==> src/rtl/uce_pkg.sv <==
`timescale 1ns/1ps
package uce_pkg;

   localparam int DATA_MAX  = 8;
   localparam int WORD_W    = DATA_MAX + 4;
   localparam int FRAME_MAX = 1 + DATA_MAX + 1 + 2;
   localparam int AFTER_MAX = FRAME_MAX - 1;

   typedef struct packed {
      logic [1:0] wlen;
      logic       par_en;
      logic       par_sel;
      logic       stick;
      logic       two_stop;
   } line_cfg_t;

   function automatic int data_bits(logic [1:0] code);
      return 5 + int'(code);
   endfunction

   function automatic int bits_after_start(line_cfg_t c);
      return data_bits(c.wlen) + int'(c.par_en) + 1 + int'(c.two_stop);
   endfunction

   function automatic logic parity_of(line_cfg_t c, logic [DATA_MAX-1:0] d);
      logic x;
      x = 1'b0;
      for (int i = 0; i < DATA_MAX; i++)
         if (i < data_bits(c.wlen)) x = x ^ d[i];
      if (c.stick) return ~c.par_sel;
      return c.par_sel ? x : ~x;
   endfunction

   function automatic logic [FRAME_MAX-1:0] build_frame(line_cfg_t c, logic [DATA_MAX-1:0] d);
      logic [FRAME_MAX-1:0] f;
      int wl;
      wl = data_bits(c.wlen);
      f = '1;
      f[0] = 1'b0;
      for (int i = 0; i < DATA_MAX; i++)
         if (i < wl) f[1+i] = d[i];
      if (c.par_en) f[1+wl] = parity_of(c, d);
      return f;
   endfunction

   // returns {break, parity_err, framing_err, data}
   function automatic logic [WORD_W-2:0] decode(line_cfg_t c, logic [AFTER_MAX-1:0] b);
      logic [DATA_MAX-1:0] d;
      logic fe, pe, brk;
      int wl, sp, n;
      wl  = data_bits(c.wlen);
      sp  = wl + int'(c.par_en);
      n   = bits_after_start(c);
      d   = '0;
      fe  = 1'b0;
      pe  = 1'b0;
      brk = 1'b1;
      for (int i = 0; i < DATA_MAX; i++)
         if (i < wl) d[i] = b[i];
      for (int i = 0; i < AFTER_MAX; i++)
         if (i < n && b[i]) brk = 1'b0;
      if (!b[sp]) fe = 1'b1;
      if (c.two_stop && !b[sp+1]) fe = 1'b1;
      if (c.par_en && (b[wl] != parity_of(c, d))) pe = 1'b1;
      if (brk) begin
         fe = 1'b1;
         pe = 1'b0;
      end
      return {brk, pe, fe, d};
   endfunction

endpackage

==> src/rtl/uce_sync.sv <==
`timescale 1ns/1ps
module uce_sync #(
   parameter int STAGES = 2
) (
   input  logic clk,
   input  logic rst_n,
   input  logic d,
   output logic q
);
   generate
      if (STAGES < 2) begin : g_bad_stages
         $error("uce_sync: STAGES must be at least 2");
      end
   endgenerate

   logic [STAGES-1:0] chain;

   always_ff @(posedge clk or negedge rst_n) begin
      if (!rst_n) chain <= '1;
      else        chain <= {chain[STAGES-2:0], d};
   end

   assign q = chain[STAGES-1];
endmodule

==> src/rtl/uce_tx.sv <==
`timescale 1ns/1ps
module uce_tx
   import uce_pkg::*;
#(
   parameter int OVS = 16
) (
   input  logic                clk,
   input  logic                rst_n,
   input  logic                tick,
   input  line_cfg_t           cfg,
   input  logic                tx_valid,
   input  logic [DATA_MAX-1:0] tx_data,
   output logic                tx_ready,
   output logic                busy,
   output logic                line
);
   localparam int CNT_W = $clog2(OVS);
   localparam int LEN_W = $clog2(FRAME_MAX + 1);

   logic [FRAME_MAX-1:0] shreg;
   logic [LEN_W-1:0]     left;
   logic [CNT_W-1:0]     tcnt;
   logic                 accept;
   logic                 cell_end;

   assign tx_ready = ~busy;
   assign accept   = tx_valid & tx_ready;
   assign cell_end = busy & tick & (tcnt == CNT_W'(OVS-1));

   always_ff @(posedge clk or negedge rst_n) begin
      if (!rst_n) begin
         busy  <= 1'b0;
         shreg <= '1;
         left  <= '0;
         tcnt  <= '0;
      end else if (accept) begin
         busy  <= 1'b1;
         shreg <= build_frame(cfg, tx_data);
         left  <= LEN_W'(1 + bits_after_start(cfg));
         tcnt  <= '0;
      end else if (busy && tick) begin
         if (cell_end) begin
            tcnt  <= '0;
            shreg <= {1'b1, shreg[FRAME_MAX-1:1]};
            left  <= left - 1'b1;
            if (left == LEN_W'(1)) busy <= 1'b0;
         end else begin
            tcnt <= tcnt + 1'b1;
         end
      end
   end

   assign line = busy ? shreg[0] : 1'b1;

   a_r12_accept_sets_busy: assert property (@(posedge clk) disable iff (!rst_n)
      (tx_valid && tx_ready) |=> busy);
   a_r6_busy_falls_on_tick: assert property (@(posedge clk) disable iff (!rst_n)
      $fell(busy) |-> $past(tick));
   a_r6_idle_line_high: assert property (@(posedge clk) disable iff (!rst_n)
      !busy |-> line);
endmodule

==> src/rtl/uce_rx.sv <==
`timescale 1ns/1ps
module uce_rx
   import uce_pkg::*;
#(
   parameter int OVS = 16
) (
   input  logic              clk,
   input  logic              rst_n,
   input  logic              tick,
   input  line_cfg_t         cfg,
   input  logic              line_s,
   output logic              rx_valid,
   output logic [WORD_W-1:0] rx_word,
   input  logic              rx_ready
);
   localparam int CNT_W = $clog2(OVS);
   localparam int IDX_W = $clog2(AFTER_MAX + 1);
   localparam int MID   = OVS / 2;

   typedef enum logic [1:0] {ST_IDLE, ST_START, ST_BITS} rx_state_t;

   rx_state_t            st;
   line_cfg_t            cfg_l;
   logic                 armed;
   logic [CNT_W-1:0]     cnt;
   logic [IDX_W-1:0]     idx;
   logic [IDX_W-1:0]     nbits;
   logic [AFTER_MAX-1:0] bits, bits_nx;
   logic                 sample;
   logic                 done;
   logic [WORD_W-2:0]    dec;
   logic                 in_start;

   assign nbits  = IDX_W'(bits_after_start(cfg_l));
   assign sample = tick & (st == ST_BITS) & (cnt == CNT_W'(OVS-1));
   assign done   = sample & (idx == nbits - 1'b1);

   always_comb begin
      bits_nx      = bits;
      bits_nx[idx] = line_s;
   end

   assign dec      = decode(cfg_l, bits_nx);
   assign in_start = (st == ST_START);

   always_ff @(posedge clk or negedge rst_n) begin
      if (!rst_n) begin
         st    <= ST_IDLE;
         cfg_l <= '0;
         armed <= 1'b0;
         cnt   <= '0;
         idx   <= '0;
         bits  <= '0;
      end else if (tick) begin
         unique case (st)
            ST_IDLE: begin
               if (line_s) begin
                  armed <= 1'b1;
               end else if (armed) begin
                  st    <= ST_START;
                  cnt   <= '0;
                  cfg_l <= cfg;
                  armed <= 1'b0;
               end
            end
            ST_START: begin
               if (cnt == CNT_W'(MID-1)) begin
                  cnt  <= '0;
                  idx  <= '0;
                  bits <= '0;
                  st   <= line_s ? ST_IDLE : ST_BITS;
               end else begin
                  cnt <= cnt + 1'b1;
               end
            end
            ST_BITS: begin
               if (sample) begin
                  cnt  <= '0;
                  bits <= bits_nx;
                  if (done) st  <= ST_IDLE;
                  else      idx <= idx + 1'b1;
               end else begin
                  cnt <= cnt + 1'b1;
               end
            end
            default: st <= ST_IDLE;
         endcase
      end
   end

   always_ff @(posedge clk or negedge rst_n) begin
      if (!rst_n) begin
         rx_valid <= 1'b0;
         rx_word  <= '0;
      end else if (done) begin
         rx_valid <= 1'b1;
         rx_word  <= {rx_valid & ~rx_ready, dec};
      end else if (rx_valid && rx_ready) begin
         rx_valid <= 1'b0;
      end
   end

   a_r5_hold_until_taken: assert property (@(posedge clk) disable iff (!rst_n)
      (rx_valid && !rx_ready) |=> rx_valid);
   a_r9_break_word_shape: assert property (@(posedge clk) disable iff (!rst_n)
      (rx_valid && rx_word[10]) |-> (rx_word[8] && !rx_word[9] && rx_word[7:0] == '0));
   a_r8_start_from_low: assert property (@(posedge clk) disable iff (!rst_n)
      $rose(in_start) |-> !$past(line_s));
   a_r10_overrun_when_held: assert property (@(posedge clk) disable iff (!rst_n)
      (rx_valid && !rx_ready && done) |=> rx_word[11]);
endmodule

==> src/rtl/uart_char_engine.sv <==
`timescale 1ns/1ps
module uart_char_engine
   import uce_pkg::*;
#(
   parameter int OVS         = 16,
   parameter int SYNC_STAGES = 2
) (
   input  logic              clk,
   input  logic              rst_n,
   input  logic              tick,
   input  logic [1:0]        cfg_wlen,
   input  logic              cfg_par_en,
   input  logic              cfg_par_sel,
   input  logic              cfg_stick,
   input  logic              cfg_two_stop,
   input  logic              cfg_brk,
   input  logic              tx_valid,
   input  logic [7:0]        tx_data,
   output logic              tx_ready,
   output logic              txd,
   output logic              busy,
   input  logic              rxd,
   output logic              rx_valid,
   output logic [11:0]       rx_word,
   input  logic              rx_ready
);
   generate
      if (OVS < 4 || (OVS % 2) != 0) begin : g_bad_ovs
         $error("uart_char_engine: OVS must be even and at least 4");
      end
   endgenerate

   line_cfg_t cfg;
   logic      tx_line;
   logic      rx_line;

   assign cfg = '{wlen: cfg_wlen, par_en: cfg_par_en, par_sel: cfg_par_sel,
                  stick: cfg_stick, two_stop: cfg_two_stop};

   uce_tx #(.OVS(OVS)) u_tx (
      .clk(clk), .rst_n(rst_n), .tick(tick), .cfg(cfg),
      .tx_valid(tx_valid), .tx_data(tx_data), .tx_ready(tx_ready),
      .busy(busy), .line(tx_line)
   );

   uce_sync #(.STAGES(SYNC_STAGES)) u_sync (
      .clk(clk), .rst_n(rst_n), .d(rxd), .q(rx_line)
   );

   uce_rx #(.OVS(OVS)) u_rx (
      .clk(clk), .rst_n(rst_n), .tick(tick), .cfg(cfg), .line_s(rx_line),
      .rx_valid(rx_valid), .rx_word(rx_word), .rx_ready(rx_ready)
   );

   assign txd = cfg_brk ? 1'b0 : tx_line;

   a_r7_break_holds_low: assert property (@(posedge clk) disable iff (!rst_n)
      cfg_brk |-> !txd);
   a_r12_ready_tracks_busy: assert property (@(posedge clk) disable iff (!rst_n)
      tx_ready != busy);
endmodule

==> config.mk <==
export PLATFORM = sky130hd
export DESIGN_NAME = uart_char_engine
export DESIGN_NICKNAME = d
export VERILOG_FILES = /design/src/rtl/uce_pkg.sv /design/src/rtl/uce_sync.sv /design/src/rtl/uce_tx.sv /design/src/rtl/uce_rx.sv /design/src/rtl/uart_char_engine.sv
export SDC_FILE = /design/constraint.sdc
export NUM_CORES = 1
export LEC_CHECK = 0
export BUFFER_PORTS_ARGS = -buffer_cell sky130_fd_sc_hd__buf_2
export CAP_MARGIN = 10
export CORE_MARGIN = 4
export CORE_UTILIZATION = 38
export CTS_CLUSTER_DIAMETER = 200
export CTS_CLUSTER_SIZE = 14
export DETAILED_ROUTE_END_ITERATION = 10
export GPL_ROUTABILITY_DRIVEN = 0
export PLACE_DENSITY = 0.61
export SKIP_LAST_GASP = 1
export SLEW_MARGIN = 40
export SYNTH_ARGS = -nofsm -noshare
export SYNTH_HDL_FRONTEND = slang
export SYNTH_HIERARCHICAL = 1
export SYNTH_SLANG_ARGS = --single-unit
export TNS_END_PERCENT = 30
==> constraint.sdc <==
create_clock -name clk -period 7.3 [get_ports clk]
set_clock_uncertainty 0.1 [all_clocks]
set_input_delay 1.095 -clock clk [delete_from_list [all_inputs] [get_ports clk]]
set_output_delay 1.095 -clock clk [all_outputs]
set_load 0.02 [all_outputs]
Word level (Yosys, flattened, before mapping)

Cells that the tools add are included.

Multiplexer cells: 137
Reduce and logical (&&, ||, !) cells: 33
Add/subtract/negate cells: 15
Bitwise logic cells: 28
Eq/ne operators: 14
Magnitude comparators: 34

Operator list:

| cell                                                        | number |
|---|---|
| less-than comparator 4 x 32 -> 1 bit, first input constant  | 12 |
| less-than comparator 3 x 32 -> 1 bit, first input constant  | 6 |
| less-than comparator 32 x 6 -> 1 bit, second input constant | 4 |
| two-way mux 1 bit                                           | 101 |
| less-than comparator 1 x 32 -> 1 bit, first input constant  | 3 |
| less-than comparator 2 x 32 -> 1 bit, first input constant  | 3 |
| less-than comparator 5 x 32 -> 1 bit, first input constant  | 3 |
| adder 32 x 2 -> 32 bit                                      | 2 |
| two-way mux 4 bit                                           | 13 |
| two-way mux 12 bit                                          | 4 |
| adder 2 x 32 -> 32 bit, first input constant                | 1 |
| adder 32 x 2 -> 32 bit, second input constant               | 1 |
| >= comparator 32 x 1 -> 1 bit, second input constant        | 1 |
| two-way mux 11 bit                                          | 2 |
| one-hot mux 11 bit (2 select lines)                         | 1 |
| logical AND 1 bit                                           | 17 |
| bitwise XOR 1 bit                                           | 14 |
| adder 4 x 1 -> 4 bit, second input constant                 | 3 |
| binary-select mux 1 bit (select 4 bit)                      | 3 |
| bitwise mux 12 bit                                          | 1 |
| two-way mux 2 bit                                           | 6 |
| one-hot mux 4 bit (3 select lines)                          | 1 |
| AND reduction 4 bit                                         | 3 |
| bitwise mux 11 bit                                          | 1 |
| other kinds (29)                                            | 55 |

Register bits: 64
Logic and storage cells: 278
Input bits: 21

Depth between registers and ports, before layout

Word-level depth: 41
Gate-level depth with buffers: 15

By module

Netlist, hierarchy kept.

By module, submodules not included:

| module           | seq. area each (um^2) | cells each | times used | area each (um^2) |
|---|---|---|---|---|
| uce_rx           | 1026.0                | 305        | 1          | 2897.8 |
| uce_tx           | 540.5                 | 165        | 1          | 1536.5 |
| uce_sync         | 52.6                  | 2          | 1          | 52.6 |
| uart_char_engine | 0.0                   | 1          | 1          | 13.8 |

Worst setup path before layout

Ideal clock, no wire load.

Path type: reg-to-reg
From: register u_rx/cfg_l[4] (netlist bit)
To: register u_rx.st[0]
Clock period less this slack: 4.106 ns
Buffers on the path: 1
Setup slack: 3.194 ns
Stages on the path, launching flop included: 15
Data arrival time: 3.881 ns
Setup time: 0.125 ns
Cells stage by stage: dfrtp_1 inv_1 ha_1 fa_1 ha_1 ha_1 inv_1 ha_1 xor2_1 nand2_1 a2bb2oi_1 or4_1 buf_2 a211o_1 mux2_4

Longest elaborated chain between the ends: 9

RTL lines:

| what                                            | RTL line      | RTL |
|---|---|---|
| start: declaration                              | uce_rx.sv:23  | `line_cfg_t cfg_l;` |
| start signal: assignment                        | uce_rx.sv:62  | `cfg_l <= cfg;` |
| adder 3 x 2 -> 4 bit                            | uce_pkg.sv:18 | `return 5 + int'(code);` |
| adder 32 x 2 -> 32 bit (3 in a row)             | -             |  |
| subtractor 4 x 1 -> 4 bit                       | uce_rx.sv:36  | `assign done = sample & (idx == nbits - 1'b1);` |
| == test 4 bit                                   | uce_rx.sv:36  |  |
| AND 1 bit                                       | uce_rx.sv:36  |  |
| inequality test 2 x 1 -> 1 bit (no source line) | -             |  |
| AND reduction 6 bit (no source line)            | -             |  |
| end signal: assignment                          | uce_rx.sv:71  | `st <= line_s ? ST_IDLE : ST_BITS;` |
| end: declaration                                | uce_rx.sv:22  | `rx_state_t st;` |

Every way passes these cells.
A chain may end at the register's enable or synchronous reset.

Final worst setup path

Ends and elaborated chain as after synthesis.

==> run metrics <==
GRT Util Overall=16.1%; Worst Path Max Fanout=26; Critical Path AT=4.86 ns; CP required=7.42 ns; Fin. Hold Viols=0; drt wl/cell=15.5 µm; Final Power=2.20 mW; Yosys warning count=6; Initial DRC Count=162; CP Capture Type=register; Routed WL=10000 µm; VDD IR max=0.000220 V; R2R depth=13; status=completed; Detailed Place HPWL=7240 µm; CTS tree=yes; largest net degree at the start of global routing=65; Synth Instances=473; CTS Root Cell=clkbuf_16; commonest non-fill, non-tap cell in the layout=nand2_1; multi-input combinational cell area=2670 µm²; FP Rows=39; Distinct cells, synth=66; slew of the pin with the lowest slew margin=0.853 ns; worst hold stages=0; initial antenna violation count=0; commonest cells after routing, fill and taps aside=nand2_1, dfrtp_1, buf_2; Starting Density=39.1%; vias in the first global route=3582; layout cells sized above 1=19.9%; max-slew violation count=0; Max clock buf depth=2; Worst path max stage delay=0.94 ns; fin crit share=64.9%; CTS H-tree lvls=3; die area=13600 µm²; Die X-Extent=117 µm; Vias per Instance=5.42; Register Area=1620 µm²; DRC viols=0; Tmin final=4.74 ns; CP max-delay cell=or4_2; Antenna diodes=0; Ports=37; Cell Chain, Critical Path=inv_1, ha_1, fa_1, ha_1, ha_1, inv_1, ha_1, xor2_1, nand2_1, a2bb2oi_1, or4_2, a211o_1, mux2_4; Pre-Repair DR Iteration Count=5; Seq/Total Area, Yosys=36.0%; clock sink count=64; Clk Latency, worst-skew pair=0.33 ns; leakage=2.31 nW; register bit count reported by yosys=64; core outline area=11500 µm²; Post-CTS Setup Inserts=0; P&R area growth vs syn=12.9%; RSZ-0062 raised after global routing=false; number of hold buffers added after cts=0; Die Y=117 µm; TritonCTS Buffers=9; crit-path most repeated cell=ha_1; GRT overflow=0; Rel. slew slack=41.5%; syn_area_per_cell=9.51 µm²; first-pass GRT wire length=17500 µm; Max-cap violations=0; fill cell count=1135; post-route ant nets=0; main flop type after synthesis=dfrtp_1; post-route setup TNS=0 ns; async set-reset flop share out of synthesis=100%; Post-synth EDFFs=0; f_max=211 MHz; net count of the finished layout=554; Mapped Nets=529; via count=3500; Crit Path Category=register to register; clock-pin slew on the worst setup and hold paths=0.06 ns; mapped cell area=4500 µm²; final setup fails=0; startpoint types=register; post-CTS sizing=0; Worst Hold Class=register to register; pwr/cell area=434 nW/µm²; number of I/O port buffers=36
area by class of cell:
| class | count | area share (%) |
|---|---|---|
| clock buffers | 13 | 5.12 |
| inverters | 27 | 1.99 |
| clock inverters | 3 | 0.837 |
| well taps | 143 | 3.52 |
| repair buffers | 39 | 4.06 |
| flip-flops and latches | 64 | 31.9 |
| multi-input cells | 357 | 52.6 |
final timing paths:
path | slack, ns | start | end
setup / recovery | 2.56 | u_rx/cfg_l[4] | u_rx/st[0]
hold / removal | 0.27 | u_sync/chain[0] | u_sync/chain[1]
setup reg to reg | 2.56 | u_rx/cfg_l[4] | u_rx/st[0]
hold reg to reg | 0.27 | u_sync/chain[0] | u_sync/chain[1]
max in group asynchronous | 5.92 | rst_n | u_rx/rx_word[8]
min in group asynchronous | 0.75 | rst_n | u_tx/tcnt[2]
registers in the layout, summed over array words and instances, names as in the netlist:
signal / count
u_rx/idx: 4
u_rx/armed: 1
u_rx/cnt: 4
u_tx/left: 4
u_tx/busy: 1
u_sync/chain: 2
u_rx/st: 2
u_tx/shreg: 12
u_tx/tcnt: 4
u_rx/rx_word: 12
u_rx/rx_valid: 1
u_rx/bits: 11
u_rx/cfg_l: 6
logic make-up (layout without fill, tap and decap cells):
family          after synthesis  in the layout  share of synthesized area [%]
xor+xnor                     29             29                           6.73
simple gates                158            158                           18.0
mux                          41             41                           10.1
fa+ha+maj                    35             35                           10.1
flops                        64             64                           36.0
buf+inv                      52             82                           4.67
compound gates               94             94                           14.4
metrics by stage:
| step | cells | hold slack, ns | utilization [%] | worst slack [ns] | instance area, µm² |
|---|---|---|---|---|---|
| after floorplan | 473 | 0.245 | - | 3.19 | 4500 |
| after global placement | 630 | 0.259 | 41.4 | 2.69 | 4770 |
| after detailed placement | 630 | 0.258 | 41.4 | 2.54 | 4770 |
| after CTS | 646 | 0.261 | 44.1 | 2.55 | 5080 |
| after global routing | 646 | 0.267 | 44.1 | 2.27 | 5080 |
| final | 646 | 0.266 | 44.1 | 2.56 | 5080 |
routing by layer:
layer | global-route usage, % | routed length [µm] | up-vias | part of all wire, %
li1 | - | - | 1728 | -
met1 | 22.1 | 4790 | 1667 | 48
met2 | 25.2 | 4580 | 90 | 46
met3 | 3.75 | 505 | 15 | 5.0
met4 | 4.97 | 142 | 0 | 1.4
met5 | 0 | 0 | - | 0
where the power goes:
part | internal [mW] | leakage, nW | switching, mW
Sequential | 0.475 | 0.800 | 0.0918
Combinational | 0.544 | 1.36 | 0.664
Clock | 0.282 | 0.146 | 0.147
worst max-delay path, delay by kind of cell (launching register included):
kind            cells  cell delay, ns
compound gates      2            0.56
xor+xnor            1            0.18
fa+ha+maj           5            1.78
buf+inv             2            0.27
flops               1            0.43
mux                 1            0.30
simple gates        2            1.01
synth_stat cells (11+ instances only):
master	instances	share of area, %
xnor2_1	15	2.9
mux2_2	11	2.8
a21oi_1	11	1.2
o21ai_0	34	3.8
dfstp_2	14	8.2
inv_1	27	2.3
dfrtp_1	50	28
nand3_1	15	1.7
ha_1	33	9.2
clkbuf_1	17	1.4
nand2_1	65	5.4
nor2_1	17	1.4
mux2i_1	27	6.0
(Power assumes the default switching activity.)
